==> config.mk <==
export PLATFORM = sky130hd
export DESIGN_NAME = i2c_addr_slave
export DESIGN_NICKNAME = d
export VERILOG_FILES = /design/src/rtl/i2c_addr_slave.sv
export SDC_FILE = /design/constraint.sdc
export NUM_CORES = 1
export LEC_CHECK = 0
export ABC_AREA = 0
export CAP_MARGIN = 20
export CORE_MARGIN = 1
export CORE_UTILIZATION = 50
export DETAILED_ROUTE_END_ITERATION = 10
export GPL_TIMING_DRIVEN = 0
export MAX_ROUTING_LAYER = met4
export PLACE_DENSITY = 0.77
export SLEW_MARGIN = 20
export SYNTH_ARGS = -nofsm -noshare
export SYNTH_HDL_FRONTEND = slang
export SYNTH_SLANG_ARGS = --single-unit
==> constraint.sdc <==
create_clock -name clk -period 2.3 [get_ports clk]
set_input_delay 0.46 -clock clk [delete_from_list [all_inputs] [get_ports clk]]
set_output_delay 0.46 -clock clk [all_outputs]
set_load 0.05 [all_outputs]
==> src/rtl/i2c_addr_slave.sv <==
module i2c_addr_slave (
  input  logic       clk,
  input  logic       rst_n,
  input  logic       scl_in,
  input  logic       sda_in,
  input  logic [6:0] own_addr,
  input  logic [7:0] tx_byte,
  output logic       sda_drive_low,
  output logic [7:0] rx_byte,
  output logic       busy,
  output logic       addressed,
  output logic       transmit,
  output logic       rx_valid
);

  localparam int BITS = 8;
  localparam logic [3:0] LAST = 4'(BITS);

  typedef enum logic [2:0] {S_IDLE, S_ADDR, S_AACK, S_RX, S_RACK, S_TX, S_TACK, S_SKIP} st_t;

  st_t        st;
  logic       scl_q, sda_q;
  logic [3:0] cnt;
  logic [7:0] sh;

  wire scl_hi   = scl_in & scl_q;
  wire start_c  = scl_hi & sda_q & ~sda_in;
  wire stop_c   = scl_hi & ~sda_q & sda_in;
  wire scl_rise = scl_in & ~scl_q;
  wire scl_fall = ~scl_in & scl_q;
  wire hit      = (rx_byte[7:1] == own_addr);

  always_ff @(posedge clk or negedge rst_n) begin
    if (!rst_n) begin
      st <= S_IDLE;
      scl_q <= 1'b1;
      sda_q <= 1'b1;
      cnt <= '0;
      sh <= '0;
      rx_byte <= '0;
      busy <= 1'b0;
      addressed <= 1'b0;
      transmit <= 1'b0;
      rx_valid <= 1'b0;
      sda_drive_low <= 1'b0;
    end else begin
      scl_q <= scl_in;
      sda_q <= sda_in;
      rx_valid <= 1'b0;
      if (start_c) begin
        busy <= 1'b1;
        transmit <= 1'b0;
        addressed <= 1'b0;
        cnt <= '0;
        sda_drive_low <= 1'b0;
        st <= S_ADDR;
      end else if (stop_c) begin
        busy <= 1'b0;
        addressed <= 1'b0;
        sda_drive_low <= 1'b0;
        st <= S_IDLE;
      end else begin
        case (st)
          S_ADDR, S_RX: begin
            if (scl_rise && cnt != LAST) begin
              rx_byte <= {rx_byte[6:0], sda_in};
              cnt <= cnt + 4'd1;
            end else if (scl_fall && cnt == LAST) begin
              if (st == S_RX) begin
                sda_drive_low <= 1'b1;
                rx_valid <= 1'b1;
                st <= S_RACK;
              end else if (hit) begin
                addressed <= 1'b1;
                transmit <= rx_byte[0];
                sda_drive_low <= 1'b1;
                st <= S_AACK;
              end else begin
                st <= S_SKIP;
              end
            end
          end
          S_AACK: begin
            if (scl_fall) begin
              cnt <= '0;
              if (transmit) begin
                sh <= tx_byte;
                sda_drive_low <= ~tx_byte[7];
                st <= S_TX;
              end else begin
                sda_drive_low <= 1'b0;
                st <= S_RX;
              end
            end
          end
          S_RACK: begin
            if (scl_fall) begin
              sda_drive_low <= 1'b0;
              cnt <= '0;
              st <= S_RX;
            end
          end
          S_TX: begin
            if (scl_rise) begin
              cnt <= cnt + 4'd1;
            end else if (scl_fall) begin
              if (cnt == LAST) begin
                sda_drive_low <= 1'b0;
                st <= S_TACK;
              end else begin
                sda_drive_low <= ~sh[3'd7 - cnt[2:0]];
              end
            end
          end
          S_TACK: begin
            if (scl_rise && sda_in) begin
              st <= S_SKIP;
            end else if (scl_fall) begin
              sh <= tx_byte;
              sda_drive_low <= ~tx_byte[7];
              cnt <= '0;
              st <= S_TX;
            end
          end
          default: ;
        endcase
      end
    end
  end


  start_flags_chk: assert property (@(posedge clk) disable iff (!rst_n)
    start_c |=> (busy && !transmit && !addressed));


  stop_flags_chk: assert property (@(posedge clk) disable iff (!rst_n)
    stop_c |=> (!busy && !addressed));


  scl_high_hold_chk: assert property (@(posedge clk) disable iff (!rst_n)
    scl_hi |-> $stable(sda_drive_low));


  match_ack_chk: assert property (@(posedge clk) disable iff (!rst_n)
    $rose(addressed) |-> sda_drive_low);


  skip_release_chk: assert property (@(posedge clk) disable iff (!rst_n)
    (st == S_SKIP) |-> !sda_drive_low);


  rx_valid_ack_chk: assert property (@(posedge clk) disable iff (!rst_n)
    rx_valid |-> (sda_drive_low && !transmit));

endmodule

* Yosys cells after proc, flatten, opt, wreduce, memory -nomap -nowiden *
Cells that the tools add are included.

word-level totals
  flip-flop bits (word level) = 30
  output and inout port bits = 13
  bits of input ports = 19
  logic and storage cells = 148

operators by class
  eq/ne operators = 32
  magnitude comparators = 1
  multiplexer cells = 65
  bitwise gates (word level) = 15
  $add $sub $neg = 2
  reduce and logical (&&, ||, !) cells = 22

operators by type and width
  cell                                                             number
  3-bit two-way mux                                                14
  4-bit != test, second input constant                             10
  1-bit two-way mux                                                36
  8-bit two-way mux                                                4
  4-bit two-way mux                                                6
  4-bit one-hot mux with 4 select lines                            1
  8-bit one-hot mux with 2 select lines                            1
  3-bit != test, second input constant                             5
  3-bit one-hot mux with 5 select lines                            1
  2-bit != test, second input constant                             7
  5-bit != test, second input constant                             2
  10-bit AND reduction                                             1
  5-bit AND reduction                                              2
  2-bit nonzero test                                               5
  3-bit == test, second input constant                             3
  9-bit AND reduction                                              1
  3-bit nonzero test                                               3
  1-bit inverter                                                   8
  1-bit bitwise AND                                                7
  7-bit == test                                                    1
  7-bit AND reduction                                              1
  7-bit nonzero test                                               1
  3-bit by 2-bit == test with 1-bit output, second input constant  2
  6-bit AND reduction                                              1
  other kinds (11)                                                 14

* Depth between registers and ports, before layout *
  depth in word-level cells = 10
  depth in mapped cells = 8
  depth with buffers taken out = 7

* Least setup slack after synthesis *
Ideal clock, no wire load.

  path type = register -> register
  from = reg cnt[1]
  to = reg cnt[2]
  period minus slack after synthesis = 1.829 ns
  data required time = 2.178 ns
  arrival = 1.707 ns
  setup slack = 0.471 ns
  library setup time = 0.122 ns
  cell stages (with the launch flop) = 9
  buffers on the path = 1
  cells stage by stage = dfrtp_1 buf_6 inv_1 ha_1 and3b_1 nand3b_4 a32oi_4 or2_4 a32o_1

between the ends
  cells in the longest elaborated chain, start to end = 5
  elaborated cells between the ends (all ways) = 10
  those cells by class = add/sub (1); eq/ne (2); mux (5); reduce/logical (2)

RTL lines
  element                                      RTL line  text
  start: declaration                           23        logic [3:0] cnt;
  start signal: assignment                     67        cnt <= cnt + 4'd1;
  start signal: assignment                     105       cnt <= cnt + 4'd1;
  4-bit by 1-bit adder with 4-bit output       67, 105
  4-bit two-way mux, on equally long branches  104, 65
  4-bit one-hot mux with 4 select lines        63        case (st)
  4-bit two-way mux                            57        end else if (stop_c) begin
  4-bit two-way mux                            50        if (start_c) begin

Parallel ways exist; a longest one is shown, timed or not. The select of a mux whose other input is x is not followed.
A chain may end at the register's enable or synchronous reset.

* Worst setup path after layout *
  from = reg rx_byte[0]
  to = out rx_byte[0]

RTL lines
  element                   RTL line  text
  start: declaration        9         output logic [7:0] rx_byte,
  start signal: assignment  66        rx_byte <= {rx_byte[6:0], sda_in};

No word-level cell between the ends.

==> metrics.md <==
| Metric | Value |
|---|---|
| Mapped Area | `0.00173 mm2` |
| Vias | `1389` |
| Initial antenna violation count | `0` |
| Final Net Count | `220` |
| Min-delay worst type | `in2async` |
| CTS H-Tree Depth | `2` |
| Die width | `60.8 um` |
| Clk sinks | `30` |
| Tmin final | `2070 ps` |
| Fin. max-slew vios | `0` |
| Num rows | `20` |
| Max FO, Critical Path | `4` |
| Post-cts hold buffer count | `0` |
| Peak supply drop | `0.000689 V` |
| Core Area | `0.00318 mm2` |
| Deepest clock path buffer count | `2` |
| Synth Instances | `161` |
| Avg WL per Cell | `15.3 um` |
| Critical Path Start Type | `register` |
| Area added between synthesis and finish | `24.5%` |
| RSZ-0062 raised after global routing | `no` |
| Slowest Stage Delay on Critical Path | `840 ps` |
| Largest net degree at the start of global routing | `31` |
| Period utilization | `0.898` |
| GRT Resource Usage Total | `0.245` |
| Worst EP required | `1840 ps` |
| Synthesized Nets | `182` |
| Sequential area share after synthesis | `0.435` |
| Clock-pin slew on the worst setup and hold paths | `100 ps` |
| Netlist cell types | `44` |
| Max Cap Viol | `0` |
| Initial core utilization | `0.544` |
| Number of global-route vias before repair | `1320` |
| Die H | `60.8 um` |
| Vias per inst | `5.69` |
| Antenna Violating Nets Remaining | `0` |
| Yosys synthesis warning count | `0` |
| First-pass GRT wire length | `6.11 mm` |
| Worst setup path class | `reg2out` |
| Total Power | `2500 uW` |
| Overflow after GRT | `0` |
| Diode count | `0` |
| Post-CTS setup buffer count | `0` |
| Slowest-stage cell, CP | `clkdlybuf4s50_1` |
| CTS tree | `built` |
| CTS resizes | `0` |
| Fmax | `484 MHz` |
| P per Cell Area | `1160 mW/mm2` |
| Fin Clk Skew | `5.41 ps` |
| Setup crit end kind | `output port` |
| Final WS setup | `234 ps` |
| 1st-iter DRT viols | `84` |
| Commonest cells after routing, fill and taps aside | `clkdlybuf4s50_1 (30), dfrtp_1 (28), nor2_1 (15)` |
| CP top delay family | `buffers and inverters` |
| DRC Markers | `0` |
| Dpl cells | `236` |
| CP cell instances | `clkdlybuf4s50_1` |
| Initial DRT Pass Iterations | `4` |
| Layout cells sized above 1 | `0.180` |
| Buffers & Inverters on Critical Path | `1` |
| Die outline area | `0.00370 mm2` |
| # setup viols final | `0` |
| Fin. Hold Viols | `0` |
| Synth Register Bits | `30` |
| Arrival time at the worst endpoint | `1610 ps` |
| Tightest Pin Transition | `664 ps` |
| Rel. slew slack | `0.557` |
| Clk_lat worst skew | `340 ps` |
| Commonest non-fill, non-tap cell in the layout | `clkdlybuf4s50_1` |
| Status | `finished, final reports clean` |
| Average size of a mapped cell | `10.7 um2` |
| Port Buffers | `31` |
| Pre-CTS WS | `-90.5 ps` |
| Root buffer cell | `clkbuf_4` |
| Gpl congestion | `0.881` |
| DP HPWL | `2.82 mm` |
| IO Count | `32` |
| Leakage | `0.000922 uW` |
| TritonCTS Buffers | `5` |
| Fin cells | `244` |
| Wirelength, routed | `3.73 mm` |
-- stage by stage --
step                      hold WS [ps]   util  cell area, um2  setup TNS [ps]
after detailed placement           483  0.658            2090            -278
after floorplan                    164      -            1730               0
final                              148  0.678            2150               0
after global placement             475  0.659            2100            -200
after CTS                          161  0.678            2150               0
after global routing               197  0.678            2150               0
-- registers in the layout, summed over array words and instances, names as in the netlist --
register / flops
transmit: 1
sh: 8
cnt: 4
st: 3
sda_drive_low: 1
scl_q: 1
sda_q: 1
rx_byte: 8
addressed: 1
rx_valid: 1
busy: 1
-- final timing paths --
check	start	end	slack, ps	depth (start not counted)
setup / recovery	rx_byte[0]$_DFFE_PN0P_	rx_byte[0]	230	1
hold / removal	rst_n	rx_byte[6]$_DFFE_PN0P_	150	1
setup reg to reg	cnt[1]$_DFFE_PN0P_	cnt[2]$_DFFE_PN0P_	270	8
hold reg to reg	sh[0]$_DFFE_PN0P_	sh[0]$_DFFE_PN0P_	500	1
max in group asynchronous	rst_n	transmit$_DFFE_PN0P_	1720	1
min in group clk	sh[0]$_DFFE_PN0P_	sh[0]$_DFFE_PN0P_	500	1
-- area by class of cell --
type / instances / area (um2)
Timing Repair Buffer: 31 / 305
Buffer: 4 / 25.0
Clock inverter: 2 / 12.5
Sequential cell: 30 / 753
Clock buffer: 6 / 51.3
Multi-Input combinational cell: 121 / 930
Fill cell: 266 / 1020
Inverter: 6 / 22.5
Tap cell: 44 / 55.1
-- cells in the mapped netlist (all sizes together) --
cell type  instances  area [um2]
xnor2              8        70.1
a21oi              5        25.0
dfrtp             28         701
a211o              1        8.76
inv                6        22.5
nand4b             1        8.76
nand3b             3        35.0
nor2              15        56.3
a21o               1        7.51
o32ai              1        8.76
nor2b              2        12.5
a21boi             1        7.51
a32oi              1        27.5
nand4              1        6.26
o21ai             12        63.8
mux2i              6        60.1
mux4               1        22.5
a311oi             1        8.76
o2111ai            2        17.5
nand2              8        30.0
dfstp              2        52.6
mux2              19         214
a22oi              1        7.51
a32o               1        10.0
or2                2        17.5
clkbuf             1        3.75
nand2b             3        18.8
buf                3        21.3
and3b              2        17.5
a31oi              1        6.26
o22ai              1        6.26
nor3               3        15.0
ha                 2        25.0
nand3              7        40.0
o211ai             4        30.0
nor3b              1        12.5
and2b              4        32.5
-- power breakdown --
part | internal (uW) | switching [uW] | leakage [uW]
sequential | 706 | 142 | 0.000374
clock | 147 | 192 | 0.0000343
combinational | 587 | 727 | 0.000513
-- metal layers --
| layer | GRT usage | part of all wire |
|---|---|---|
| met1 | 0.307 | 0.45 |
| met2 | 0.358 | 0.49 |
| met3 | 0.0640 | 0.040 |
| met4 | 0.136 | 0.022 |
| met5 | - | 0 |
-- worst register-to-register path: cells and delay by family, from the launching register on --
family,cells,cell delay [ps]
AO/OA/AOI/OAI,2,410
adder cells (fa/ha/maj),1,140
buffers and inverters,2,210
flip-flops,1,410
AND/OR/NAND/NOR,3,770
-- cell families (layout without fill, tap and decap cells) --
| logic type | after synthesis | count (layout) | synth area share |
|---|---|---|---|
| buf+inv | 10 | 49 | 0.0275 |
| xor+xnor | 8 | 8 | 0.0405 |
| simple gates | 52 | 52 | 0.175 |
| fa+ha+maj | 2 | 2 | 0.0145 |
| compound gates | 33 | 33 | 0.136 |
| mux | 26 | 26 | 0.171 |
| flops | 30 | 30 | 0.435 |
Note: power is estimated with default switching activity, not from simulation.
